$ cat config.mk
export PLATFORM = sky130hd
export DESIGN_NAME = urdma_chan
export DESIGN_NICKNAME = d
export VERILOG_FILES = /design/src/rtl/urdma_pkg.sv /design/src/rtl/urdma_occ.sv /design/src/rtl/urdma_irq.sv /design/src/rtl/urdma_engine.sv /design/src/rtl/urdma_chan.sv
export SDC_FILE = /design/constraint.sdc
export NUM_CORES = 1
export LEC_CHECK = 0
export ABC_AREA = 1
export BUFFER_PORTS_ARGS = -buffer_cell sky130_fd_sc_hd__buf_2
export CORE_AREA = 2 2 200 202
export DETAILED_ROUTE_END_ITERATION = 8
export DIE_AREA = 0 0 202 204
export HOLD_SLACK_MARGIN = 0.08
export PLACE_DENSITY_LB_ADDON = 0.12
export SLEW_MARGIN = 30
export SYNTH_ARGS = -nofsm -noshare
export SYNTH_HDL_FRONTEND = slang
export SYNTH_SLANG_ARGS = --single-unit
export TNS_END_PERCENT = 1
$ cat constraint.sdc
create_clock -name clk -period 8.7 [get_ports clk]
set_input_delay 0.435 -clock clk [delete_from_list [all_inputs] [get_ports clk]]
set_output_delay 0.435 -clock clk [all_outputs]
set_load 0.02 [all_outputs]
$ cat src/rtl/urdma_pkg.sv
package urdma_pkg;
  localparam int IDX_W  = 16;
  localparam int PTR_W  = IDX_W + 1;
  localparam int BYTE_W = 8;
  localparam int REG_AW = 8;
  localparam int REG_DW = 32;

  typedef logic [PTR_W-1:0] ptr_t;

  typedef enum logic [1:0] {
    ENG_IDLE = 2'd0,
    ENG_MEM  = 2'd1,
    ENG_SEND = 2'd2
  } eng_st_e;

  localparam logic [REG_AW-1:0] OFS_FLAG  = 8'h00;
  localparam logic [REG_AW-1:0] OFS_IE    = 8'h04;
  localparam logic [REG_AW-1:0] OFS_EN    = 8'h08;
  localparam logic [REG_AW-1:0] OFS_WRST  = 8'h0C;
  localparam logic [REG_AW-1:0] OFS_STOP  = 8'h10;
  localparam logic [REG_AW-1:0] OFS_FLUSH = 8'h14;
  localparam logic [REG_AW-1:0] OFS_BASE  = 8'h1C;
  localparam logic [REG_AW-1:0] OFS_LEN   = 8'h24;
  localparam logic [REG_AW-1:0] OFS_THR   = 8'h28;
  localparam logic [REG_AW-1:0] OFS_WPTR  = 8'h2C;
  localparam logic [REG_AW-1:0] OFS_RPTR  = 8'h30;
  localparam logic [REG_AW-1:0] OFS_VALID = 8'h3C;
  localparam logic [REG_AW-1:0] OFS_LEFT  = 8'h40;
  localparam logic [REG_AW-1:0] OFS_DBG   = 8'h50;

  // Advance a wrap-tagged pointer by one slot in a power-of-two ring.
  function automatic ptr_t ring_step(ptr_t p, ptr_t len);
    logic [IDX_W-1:0] mask;
    logic [IDX_W-1:0] idx;
    mask = IDX_W'(len - 1'b1);
    idx  = p[IDX_W-1:0] & mask;
    if (idx == mask) ring_step = {~p[IDX_W], {IDX_W{1'b0}}};
    else             ring_step = {p[IDX_W], idx + 1'b1};
  endfunction
endpackage

$ cat src/rtl/urdma_occ.sv
module urdma_occ
  import urdma_pkg::*;
(
  input  ptr_t wptr,
  input  ptr_t rptr,
  input  ptr_t len,
  output ptr_t valid_sz,
  output ptr_t left_sz
);
  logic [IDX_W-1:0] mask;
  logic [IDX_W-1:0] widx;
  logic [IDX_W-1:0] ridx;

  always_comb begin
    mask = IDX_W'(len - 1'b1);
    widx = wptr[IDX_W-1:0] & mask;
    ridx = rptr[IDX_W-1:0] & mask;
    if (wptr[IDX_W] == rptr[IDX_W]) valid_sz = PTR_W'(widx) - PTR_W'(ridx);
    else                            valid_sz = PTR_W'(widx) + len - PTR_W'(ridx);
    left_sz = len - valid_sz;
  end
endmodule

$ cat src/rtl/urdma_irq.sv
module urdma_irq
  import urdma_pkg::*;
(
  input  logic       clk,
  input  logic       rst_n,
  input  logic       soft_clr,
  input  logic       dir_rx,
  input  ptr_t       valid_sz,
  input  ptr_t       left_sz,
  input  ptr_t       thr,
  input  logic [1:0] ie,
  input  logic       flag_clr,
  output logic       flag,
  output logic       irq
);
  logic hit;
  logic flag_d;
  logic flag_q;

  always_comb begin
    hit    = dir_rx ? (valid_sz >= thr) : (left_sz >= thr);
    flag_d = hit | (flag_q & ~flag_clr);
    if (soft_clr) flag_d = 1'b0;
  end

  always_ff @(posedge clk or negedge rst_n) begin
    if (!rst_n) flag_q <= 1'b0;
    else        flag_q <= flag_d;
  end

  assign flag = flag_q;
  assign irq  = flag_q & (dir_rx ? (ie != 2'b00) : ie[0]);
endmodule

$ cat src/rtl/urdma_engine.sv
module urdma_engine
  import urdma_pkg::*;
#(
  parameter int ADDR_W = 32
) (
  input  logic              clk,
  input  logic              rst_n,
  input  logic              soft_clr,
  input  logic              dir_rx,
  input  logic              go,
  input  logic              drain,
  input  ptr_t              valid_sz,
  input  ptr_t              left_sz,
  input  logic [ADDR_W-1:0] base,
  input  logic [IDX_W-1:0]  hw_idx,
  output logic              mem_req,
  output logic              mem_we,
  output logic [ADDR_W-1:0] mem_addr,
  output logic [BYTE_W-1:0] mem_wdata,
  input  logic              mem_ack,
  input  logic [BYTE_W-1:0] mem_rdata,
  input  logic              rxb_valid,
  input  logic [BYTE_W-1:0] rxb_data,
  output logic              rxb_ready,
  output logic              txb_valid,
  output logic [BYTE_W-1:0] txb_data,
  input  logic              txb_ready,
  output logic              hw_adv,
  output eng_st_e           st_o
);
  eng_st_e           st_q, st_d;
  logic [ADDR_W-1:0] addr_q, addr_d;
  logic [BYTE_W-1:0] byte_q, byte_d;
  logic              ld_en;

  always_comb begin
    st_d      = st_q;
    addr_d    = addr_q;
    byte_d    = byte_q;
    hw_adv    = 1'b0;
    rxb_ready = 1'b0;
    case (st_q)
      ENG_IDLE: begin
        if (dir_rx) begin
          rxb_ready = go && (left_sz != '0);
          if (rxb_ready && rxb_valid) begin
            byte_d = rxb_data;
            addr_d = base + ADDR_W'(hw_idx);
            st_d   = ENG_MEM;
          end
        end else if (go && drain && (valid_sz != '0)) begin
          addr_d = base + ADDR_W'(hw_idx);
          st_d   = ENG_MEM;
        end
      end
      ENG_MEM: begin
        if (mem_ack) begin
          if (dir_rx) begin
            hw_adv = 1'b1;
            st_d   = ENG_IDLE;
          end else begin
            byte_d = mem_rdata;
            st_d   = ENG_SEND;
          end
        end
      end
      ENG_SEND: begin
        if (!go) st_d = ENG_IDLE;
        else if (txb_ready) begin
          hw_adv = 1'b1;
          st_d   = ENG_IDLE;
        end
      end
      default: st_d = ENG_IDLE;
    endcase
    if (soft_clr) st_d = ENG_IDLE;
    ld_en = (st_d != st_q);
  end

  always_ff @(posedge clk or negedge rst_n) begin
    if (!rst_n) begin
      st_q   <= ENG_IDLE;
      addr_q <= '0;
      byte_q <= '0;
    end else if (ld_en) begin
      st_q   <= st_d;
      addr_q <= addr_d;
      byte_q <= byte_d;
    end
  end

  assign mem_req   = (st_q == ENG_MEM);
  assign mem_we    = dir_rx;
  assign mem_addr  = addr_q;
  assign mem_wdata = byte_q;
  assign txb_valid = (st_q == ENG_SEND) && go;
  assign txb_data  = byte_q;
  assign st_o      = st_q;
endmodule

$ cat src/rtl/urdma_chan.sv
module urdma_chan
  import urdma_pkg::*;
#(
  parameter int ADDR_W = 32
) (
  input  logic              clk,
  input  logic              rst_n,
  input  logic              dir_rx,
  input  logic [REG_AW-1:0] reg_addr,
  input  logic              reg_wr,
  input  logic [REG_DW-1:0] reg_wdata,
  output logic [REG_DW-1:0] reg_rdata,
  output logic              mem_req,
  output logic              mem_we,
  output logic [ADDR_W-1:0] mem_addr,
  output logic [BYTE_W-1:0] mem_wdata,
  input  logic              mem_ack,
  input  logic [BYTE_W-1:0] mem_rdata,
  input  logic              rxb_valid,
  input  logic [BYTE_W-1:0] rxb_data,
  output logic              rxb_ready,
  output logic              txb_valid,
  output logic [BYTE_W-1:0] txb_data,
  input  logic              txb_ready,
  output logic              irq
);
  logic [ADDR_W-1:0] base_q, base_d;
  ptr_t              len_q, len_d, thr_q, thr_d;
  ptr_t              wptr_q, wptr_d, rptr_q, rptr_d;
  logic [1:0]        ie_q, ie_d;
  logic              en_q, en_d, stop_q, stop_d, flush_q, flush_d;
  ptr_t              valid_sz, left_sz;
  logic              soft_clr, flag_clr, int_flag, hw_adv, go;
  logic [IDX_W-1:0]  mask, hw_idx;
  eng_st_e           eng_st;

  assign soft_clr = reg_wr && (reg_addr == OFS_WRST) && reg_wdata[0];
  assign flag_clr = reg_wr && (reg_addr == OFS_FLAG) &&
                    (dir_rx ? (reg_wdata[1:0] == 2'b11) : (reg_wdata == '0));
  assign go       = en_q && !stop_q;
  assign mask     = IDX_W'(len_q - 1'b1);
  assign hw_idx   = (dir_rx ? wptr_q[IDX_W-1:0] : rptr_q[IDX_W-1:0]) & mask;

  // Next-state for the register bank.
  always_comb begin
    base_d  = base_q;
    len_d   = len_q;
    thr_d   = thr_q;
    ie_d    = ie_q;
    en_d    = en_q;
    stop_d  = stop_q;
    flush_d = flush_q;
    wptr_d  = wptr_q;
    rptr_d  = rptr_q;
    if (flush_q && (eng_st == ENG_IDLE) && (dir_rx || (valid_sz == '0))) flush_d = 1'b0;
    if (hw_adv &&  dir_rx) wptr_d = ring_step(wptr_q, len_q);
    if (hw_adv && !dir_rx) rptr_d = ring_step(rptr_q, len_q);
    if (reg_wr) begin
      case (reg_addr)
        OFS_BASE:  base_d  = reg_wdata[ADDR_W-1:0];
        OFS_LEN:   len_d   = reg_wdata[PTR_W-1:0];
        OFS_THR:   thr_d   = reg_wdata[PTR_W-1:0];
        OFS_IE:    ie_d    = reg_wdata[1:0];
        OFS_EN:    en_d    = reg_wdata[0];
        OFS_STOP:  stop_d  = reg_wdata[0];
        OFS_FLUSH: flush_d = reg_wdata[0];
        OFS_WPTR:  wptr_d  = reg_wdata[PTR_W-1:0];
        OFS_RPTR:  rptr_d  = reg_wdata[PTR_W-1:0];
        default: ;
      endcase
    end
    if (stop_q && !mem_req) en_d = 1'b0;
    if (soft_clr) begin
      en_d    = 1'b0;
      stop_d  = 1'b0;
      flush_d = 1'b0;
      wptr_d  = '0;
      rptr_d  = '0;
    end
  end

  always_ff @(posedge clk or negedge rst_n) begin
    if (!rst_n) begin
      base_q  <= '0;
      len_q   <= '0;
      thr_q   <= '0;
      ie_q    <= '0;
      en_q    <= 1'b0;
      stop_q  <= 1'b0;
      flush_q <= 1'b0;
      wptr_q  <= '0;
      rptr_q  <= '0;
    end else begin
      base_q  <= base_d;
      len_q   <= len_d;
      thr_q   <= thr_d;
      ie_q    <= ie_d;
      en_q    <= en_d;
      stop_q  <= stop_d;
      flush_q <= flush_d;
      wptr_q  <= wptr_d;
      rptr_q  <= rptr_d;
    end
  end

  always_comb begin
    case (reg_addr)
      OFS_FLAG:  reg_rdata = REG_DW'(int_flag);
      OFS_IE:    reg_rdata = REG_DW'(ie_q);
      OFS_EN:    reg_rdata = REG_DW'(en_q);
      OFS_STOP:  reg_rdata = REG_DW'(stop_q);
      OFS_FLUSH: reg_rdata = REG_DW'(flush_q);
      OFS_BASE:  reg_rdata = REG_DW'(base_q);
      OFS_LEN:   reg_rdata = REG_DW'(len_q);
      OFS_THR:   reg_rdata = REG_DW'(thr_q);
      OFS_WPTR:  reg_rdata = REG_DW'(wptr_q);
      OFS_RPTR:  reg_rdata = REG_DW'(rptr_q);
      OFS_VALID: reg_rdata = REG_DW'(valid_sz);
      OFS_LEFT:  reg_rdata = REG_DW'(left_sz);
      OFS_DBG:   reg_rdata = REG_DW'(eng_st);
      default:   reg_rdata = '0;
    endcase
  end

  urdma_occ u_occ (
    .wptr(wptr_q), .rptr(rptr_q), .len(len_q),
    .valid_sz(valid_sz), .left_sz(left_sz)
  );

  urdma_irq u_irq (
    .clk(clk), .rst_n(rst_n), .soft_clr(soft_clr), .dir_rx(dir_rx),
    .valid_sz(valid_sz), .left_sz(left_sz), .thr(thr_q), .ie(ie_q),
    .flag_clr(flag_clr), .flag(int_flag), .irq(irq)
  );

  urdma_engine #(.ADDR_W(ADDR_W)) u_eng (
    .clk(clk), .rst_n(rst_n), .soft_clr(soft_clr), .dir_rx(dir_rx),
    .go(go), .drain(flush_q), .valid_sz(valid_sz), .left_sz(left_sz),
    .base(base_q), .hw_idx(hw_idx),
    .mem_req(mem_req), .mem_we(mem_we), .mem_addr(mem_addr),
    .mem_wdata(mem_wdata), .mem_ack(mem_ack), .mem_rdata(mem_rdata),
    .rxb_valid(rxb_valid), .rxb_data(rxb_data), .rxb_ready(rxb_ready),
    .txb_valid(txb_valid), .txb_data(txb_data), .txb_ready(txb_ready),
    .hw_adv(hw_adv), .st_o(eng_st)
  );
endmodule

# Yosys cells after proc, flatten, opt, wreduce, memory -nomap -nowiden
# Cells that the tools add are included.
[classes]
add_sub_neg = 8
order_cmp = 2
n_eq_ne = 25
muxes = 52
n_bitwise = 9
reduce_logical = 40
[ops]
columns = ["cell", "count"]
rows = [
  ["one-hot mux 32 bit (13 select lines)", 1],
  ["2-to-1 mux 17 bit", 11],
  ["2-to-1 mux 32 bit", 3],
  ["AND 16 bit", 3],
  ["== test 8 x 6 -> 1 bit (second input constant)", 5],
  [">= comparator 17 bit", 2],
  ["nonzero test 17 bit", 2],
  ["adder 16 x 1 -> 16 bit (second input constant)", 2],
  ["adder 32 x 16 -> 32 bit", 1],
  ["== test 16 bit", 2],
  ["zero test 32 bit", 1],
  ["2-to-1 mux 8 bit", 4],
  ["== test 8 x 5 -> 1 bit (second input constant)", 3],
  ["2-to-1 mux 1 bit", 21],
  ["adder 16 x 17 -> 17 bit", 1],
  ["zero test 17 bit", 1],
  ["subtractor 16 x 16 -> 17 bit", 1],
  ["subtractor 17 x 16 -> 17 bit", 1],
  ["subtractor 17 bit", 1],
  ["== test 8 x 4 -> 1 bit (second input constant)", 2],
  ["== test 8 x 7 -> 1 bit (second input constant)", 2],
  ["2-to-1 mux 16 bit", 1],
  ["2-to-1 mux 2 bit", 8],
  ["one-hot mux 8 bit (2 select lines)", 1],
  ["other kinds (23)", 56],
]
[totals]
regBits = 148
output_inout_bits = 85
wordCells = 149

# Longest topological paths before layout
[logic_depth]
ltp_word = 15
depth_mapped = 47
depth_no_buf = 46

# Hierarchy
# Synthesis repeated with hierarchy kept, for this count alone.
[unflattened]
hier_cells = 2495
hier_area_um2 = 15843.9
[modules_own_cells]
columns = ["mod", "instances", "cells_per_inst", "area_each_um2", "seq_area_each_um2"]
rows = [
  ["urdma_chan", 1, 1165, 7701.1, 2627.5],
  ["urdma_engine", 1, 552, 3642.2, 1051.0],
  ["urdma_occ", 1, 612, 3498.4, 0.0],
  ["urdma_irq", 1, 166, 1002.2, 25.0],
]

# Worst setup path after synthesis
# OpenSTA, ideal clock, no wires.
[synth_path]
kind = "register to register"
from = "register len_q[0]"
to = "register u_irq.flag_q, in the netlist u_irq.flag"
setup_time_ns = 0.072
arrival_time_ns = 5.596
required_ns = 8.628
setup_slack_ns = 3.031
path_stages_with_launch = 40
n_path_buf = 0
period_less_slack_ns = 5.669
path_cell_list = "dfrtp_1 > inv_2 > ha_1 > xor2_1 > inv_1 > nor2_1 > inv_1 > fa_1 > inv_1 > ha_1 > nand3_1 > nand3_1 > a31oi_1 > inv_1 > o21ai_0 > nand2_1 > ha_1 > inv_1 > [4 not listed] > o21bai_1 > nand2_1 > inv_1 > nor2_1 > nand2_1 > nand3_1 > nand3_1 > nand2_1 > nand2_1 > nand2_1 > ha_1 > nand4_1 > or4_1 > o211ai_1 > nand3_1 > nand3_1 > a22oi_1 > nor2_1"
[synth_between]
elab_chain_len = 10
elab_cells_between_ends = 13
cone_classes = "5 x add/sub; 2 x order compare; 3 x mux; 3 x bitwise"
[synth_lines]
columns = ["item", "line", "rtl"]
rows = [
  ["start, declared", "urdma_chan.sv:28", "ptr_t len_q, len_d, thr_q, thr_d;"],
  ["start signal, assigned", "urdma_chan.sv:95", "len_q <= len_d;"],
  ["subtractor 16 x 1 -> 16 bit", "urdma_occ.sv:15", "mask = IDX_W'(len - 1'b1);"],
  ["AND 16 bit", "urdma_occ.sv:16", "widx = wptr[IDX_W-1:0] & mask;"],
  ["adder 16 x 17 -> 17 bit", "urdma_occ.sv:19", "else valid_sz = PTR_W'(widx) + len - PTR_W'(ridx);"],
  ["subtractor 17 x 16 -> 17 bit", "urdma_occ.sv:19", ""],
  ["2-to-1 mux 17 bit", "urdma_occ.sv:18", "if (wptr[IDX_W] == rptr[IDX_W]) valid_sz = PTR_W'(widx) - PTR_W'(ridx);"],
  ["subtractor 17 bit", "urdma_occ.sv:20", "left_sz = len - valid_sz;"],
  [">= comparator 17 bit", "urdma_irq.sv:21", "hit = dir_rx ? (valid_sz >= thr) : (left_sz >= thr);"],
  ["2-to-1 mux 1 bit (*)", "urdma_irq.sv:21", ""],
  ["bitwise OR 1 bit (*)", "urdma_irq.sv:22", "flag_d = hit | (flag_q & ~flag_clr);"],
  ["2-to-1 mux 1 bit (*)", "urdma_irq.sv:23", "if (soft_clr) flag_d = 1'b0;"],
  ["named net u_irq.flag_d", "urdma_irq.sv:17", "logic flag_d;"],
  ["end signal, assigned", "urdma_irq.sv:28", "else flag_q <= flag_d;"],
  ["end, declared", "urdma_irq.sv:18", "logic flag_q;"],
]
# Mark *: on every way through the listed nets, which the timed path passes. The rest lies on a longest branch.
# A chain may end at the register's enable or synchronous reset.

# Worst setup path in the final report
[layout_path]
from = "register len_q[0]"
to = "register u_eng.addr_q[14], in the netlist u_eng.mem_addr[14]"
[layout_between]
elab_chain_len = 15
elab_cells_between_ends = 27
cone_classes = "6 x add/sub; 2 x eq/ne; 9 x mux; 3 x bitwise; 7 x reduce/logical"
[layout_lines]
columns = ["item", "line", "rtl"]
rows = [
  ["subtractor 16 x 1 -> 16 bit", "urdma_occ.sv:15, urdma_chan.sv:41", ""],
  ["AND 16 bit", "urdma_occ.sv:16", ""],
  ["adder 16 x 17 -> 17 bit", "urdma_occ.sv:19", ""],
  ["subtractor 17 x 16 -> 17 bit", "urdma_occ.sv:19", ""],
  ["2-to-1 mux 17 bit", "urdma_occ.sv:18", ""],
  ["subtractor 17 bit", "urdma_occ.sv:20", ""],
  ["nonzero test 17 bit", "urdma_engine.sv:45", "rxb_ready = go && (left_sz != '0);"],
  ["logical AND 1 bit", "urdma_engine.sv:45", ""],
  ["logical AND 1 bit", "urdma_engine.sv:46", "if (rxb_ready && rxb_valid) begin"],
  ["2-to-1 mux 2 bit", "urdma_engine.sv:46", ""],
  ["2-to-1 mux 2 bit", "urdma_engine.sv:44", "if (dir_rx) begin"],
  ["one-hot mux 2 bit (3 select lines)", "urdma_engine.sv:42", "case (st_q)"],
  ["2-to-1 mux 2 bit", "urdma_engine.sv:76", "if (soft_clr) st_d = ENG_IDLE;"],
  ["!= test 2 bit", "urdma_engine.sv:77", "ld_en = (st_d != st_q);"],
  ["AND reduction 4 bit (no line)", "n/a", ""],
  ["end signal, assigned", "urdma_engine.sv:87", "addr_q <= addr_d;"],
  ["end, declared", "urdma_engine.sv:32", "logic [ADDR_W-1:0] addr_q, addr_d;"],
]
# Parallel ways exist; a longest one is shown, timed or not. The select of a mux whose other input is x is not followed.

==> results.md <==
* Largest family of logic cells by synthesized area: simple AND/OR/NAND/NOR gates
* Post-synth EDFFs at 0
* CTS Sinks at 148
* Final period util at a little over four fifths
* Crit end category: flip-flop
* I/O Pins at ~150
* Vias in the first global route at 13,600
* GP Congestion at between 0.9 and 1
* Syn_nets at 2,155
* CP Max Fanout at 42
* Total Wirelength at between 50,000 and 60,000 um
* Worst Hold Class: primary input to flip-flop
* Fillers at 4,195
* WS Path Type: flip-flop to flip-flop
* Slew headroom at a little over a third
* Post-synthesis xor/xnor area fraction at 4.54%
* Final setup vio count at 0
* Adder-Cell Fraction of Synth Area at 11.4%
* Later-pin clock latency in the skew report at 0.46 ns
* Final TNS setup at 0 ns
* Post-CTS Setup Inserts at 0
* First-pass DRT Iterations at 5
* Area contributors post-synth: dfrtp_1 27%, nand2_1 11%, ha_1 11%, inv_1 8.2%, o21ai_0 6.3%
* Top_reg_cell synth: dfrtp_1
* Skew final at between 0.01 and 0.015 ns
* Unrepaired setup endpoints after global routing: no
* Number of max-cap violations at 0
* Initial antenna violation count at 0
* Final number of hold-violating endpoints at 0
* Pin count of the biggest net entering global routing at 80
* Run status: completed
* Cell Pwr Density at 434 nW/um2
* CTS tree: built
* Via density at ~5.3
* Worst hold slack at 0.209 ns
* Worst-margin pin slew at roughly 0.97 ns
* Port buffer count at roughly 150
* Share of the yosys chip area belonging to registers at ~27%
* Syn avg cell area at about 6.9 um2
* Most frequent CP cell: nand2_1
* Max Clk Rate at approximately 0.14 GHz
* Post-synthesis mux area share at 0%
* Routed len/inst at around 21 um
* Global Route Usage Sum at between 20% and 30%
* Req. time, crit path at ~9.0 ns
* Drc violations at 0
* Vias after detailed routing at ~14,000
* Maximum VDD drop at ~0.20 mV
* Mapped Area at 13,500 um2
* CTS buffer count at 17
* Leak at between 7 and 8 nW
* FP Rows at between 70 and 80
* Compound-Gate Fraction of Synth Area at 20.3%
* Simple-Gate Fraction of Synth Area at 25.7%
* Syn Inst Count at 1,972
* Die H at just over 200 um
* YS warnings at 0
* Core ar. at around 40,000 um2
* Library cells used by synthesis at between 50 and 60
* Area added between synthesis and finish at 13.8%
* Die Wd at 202 um
* Count leader, synth: nand2_1
* 1st-iter DRT viols at between 1,000 and 1,500
* First-pass GRT wire length at 81,200 um
* Post-cts resize count at 0
* Ys async rst share at 100%
* Post-detail-place hpwl at 43,200 um
* Diodes inserted at 0
* Post-synth top area share at a little over a quarter
* CTS Root Buffer Type: clkbuf_16
* GRT overflow at 0
* Critical Path AT at between 7 and 8 ns
* Routed Antenna Nets at 0
* Die Footprint at between 40,000 and 50,000 um2
* Tmin final at 7.29 ns
* #FFs+latches synth at 148
* Share of cells above drive strength 1 at between 10 and 15%
* Delay of the slowest critical-path stage at about 0.53 ns
* Slowest stage cell, crit path: fa_1
* Synth area leader: dfrtp_1
* Synth top cells by count: 405 x nand2_1, 296 x inv_1, 177 x nor2_1, 169 x o21ai_0, 148 x dfrtp_1
* Final net count at around 2,300
* Starting Density at 34.5%
* Max Root-Sink Buffers at 2
* H-tree Lvls at 4
* Max Slew Vio Count at 0
* Clk slew on worst S/H paths at approximately 0.06 ns
* Startpoint Class: flip-flop
area by class of cell:
cell class / instances / area [um2] / share of cell area (%)
clock inverter: 11 / 150 / 0.976
sequential: 148 / 3700 / 24.1
multi-input combinational: 1458 / 8390 / 54.5
timing repair buffer: 165 / 883 / 5.74
inverter: 302 / 1130 / 7.37
clock buffer: 20 / 467 / 3.03
tap: 525 / 657 / 4.27
final timing paths:
path	start	to	slack (ns)	depth (start not counted)
max in group asynchronous	rst_n	base_q[16]	6.86	3
worst max-delay path	len_q[0]	u_eng.mem_addr[14]	1.41	40
worst max register to register	len_q[0]	u_eng.mem_addr[14]	1.41	40
min in group asynchronous	rst_n	u_eng.mem_addr[28]	0.61	2
worst min-delay path	reg_wdata[31]	base_q[31]	0.21	3
worst min register to register	u_eng.mem_addr[28]	u_eng.mem_addr[28]	0.47	2
registers in the layout (all words and copies together), names as in the netlist:
register / flops
base_q: 32
en_q: 1
flush_q: 1
ie_q: 2
len_q: 17
rptr_q: 17
stop_q: 1
thr_q: 17
u_eng.mem_addr: 32
u_eng.mem_wdata: 8
u_eng.st_o: 2
u_irq.flag: 1
wptr_q: 17
per-stage QoR:
stage	cells	setup slack (ns)	util [%]	power (mW)	area, um2
5_1_grt	2629	0.583	39.3	7.35	15400
3_3_place_gp	2597	1.59	37.6	5.80	14700
4_1_cts	2629	1.40	39.3	6.66	15400
3_5_place_dp	2597	1.43	37.7	5.84	14800
6_report	2629	1.41	39.3	6.68	15400
2_1_floorplan	1972	3.03	-	4.51	13500
placed cells by master, fill, tap and decap left out, drive strengths merged, types with 24 or more instances in the layout:
| master | synthesis | layout |
|---|---|---|
| buf | 22 | 164 |
| ha | 115 | 115 |
| a211oi | 28 | 28 |
| nor2 | 180 | 180 |
| dfrtp | 148 | 148 |
| nor3 | 37 | 37 |
| nand2 | 421 | 421 |
| a21oi | 117 | 117 |
| xor2 | 56 | 56 |
| o21ai | 176 | 176 |
| o22ai | 48 | 48 |
| inv | 299 | 300 |
| nand3 | 118 | 118 |
| nand4 | 24 | 24 |
critical path: cells and delay by family, from the launching register on:
family                     cells  cell delay [ns]
DFF                            1             0.50
AOI/OAI and AO/OA              5             0.84
xor gates and xnor gates       2             0.39
buffers and inverters          7             0.66
and+or+nand+nor               22             3.20
adders and majority gates      4             1.55
cell families after synthesis:
family / count (synthesis)
and+or+nand+nor: 805
AOI/OAI and AO/OA: 463
DFF: 148
adders and majority gates: 120
buffers and inverters: 366
xor gates and xnor gates: 70
timing repair:
action | in CTS | in global routing
hold endpoints to repair | 56 | 0
hold buffers | 1 | 0
setup endpoints to repair | 0 | 0
routing by layer:
| layer | track usage, % | wire length, um |
|---|---|---|
| met5 | 0 | 0 |
| met4 | 10.2 | 1830 |
| met3 | 3.33 | 2920 |
| met2 | 43.8 | 24900 |
| met1 | 34.4 | 24200 |
power by group:
part | internal, mW | total, mW | switching [mW] | leakage [nW]
Clock | 0.473 | 0.806 | 0.333 | 0.298
Sequential | 0.875 | 1.06 | 0.187 | 1.78
Combinational | 1.66 | 4.81 | 3.15 | 5.74
(Power assumes the default switching activity.)
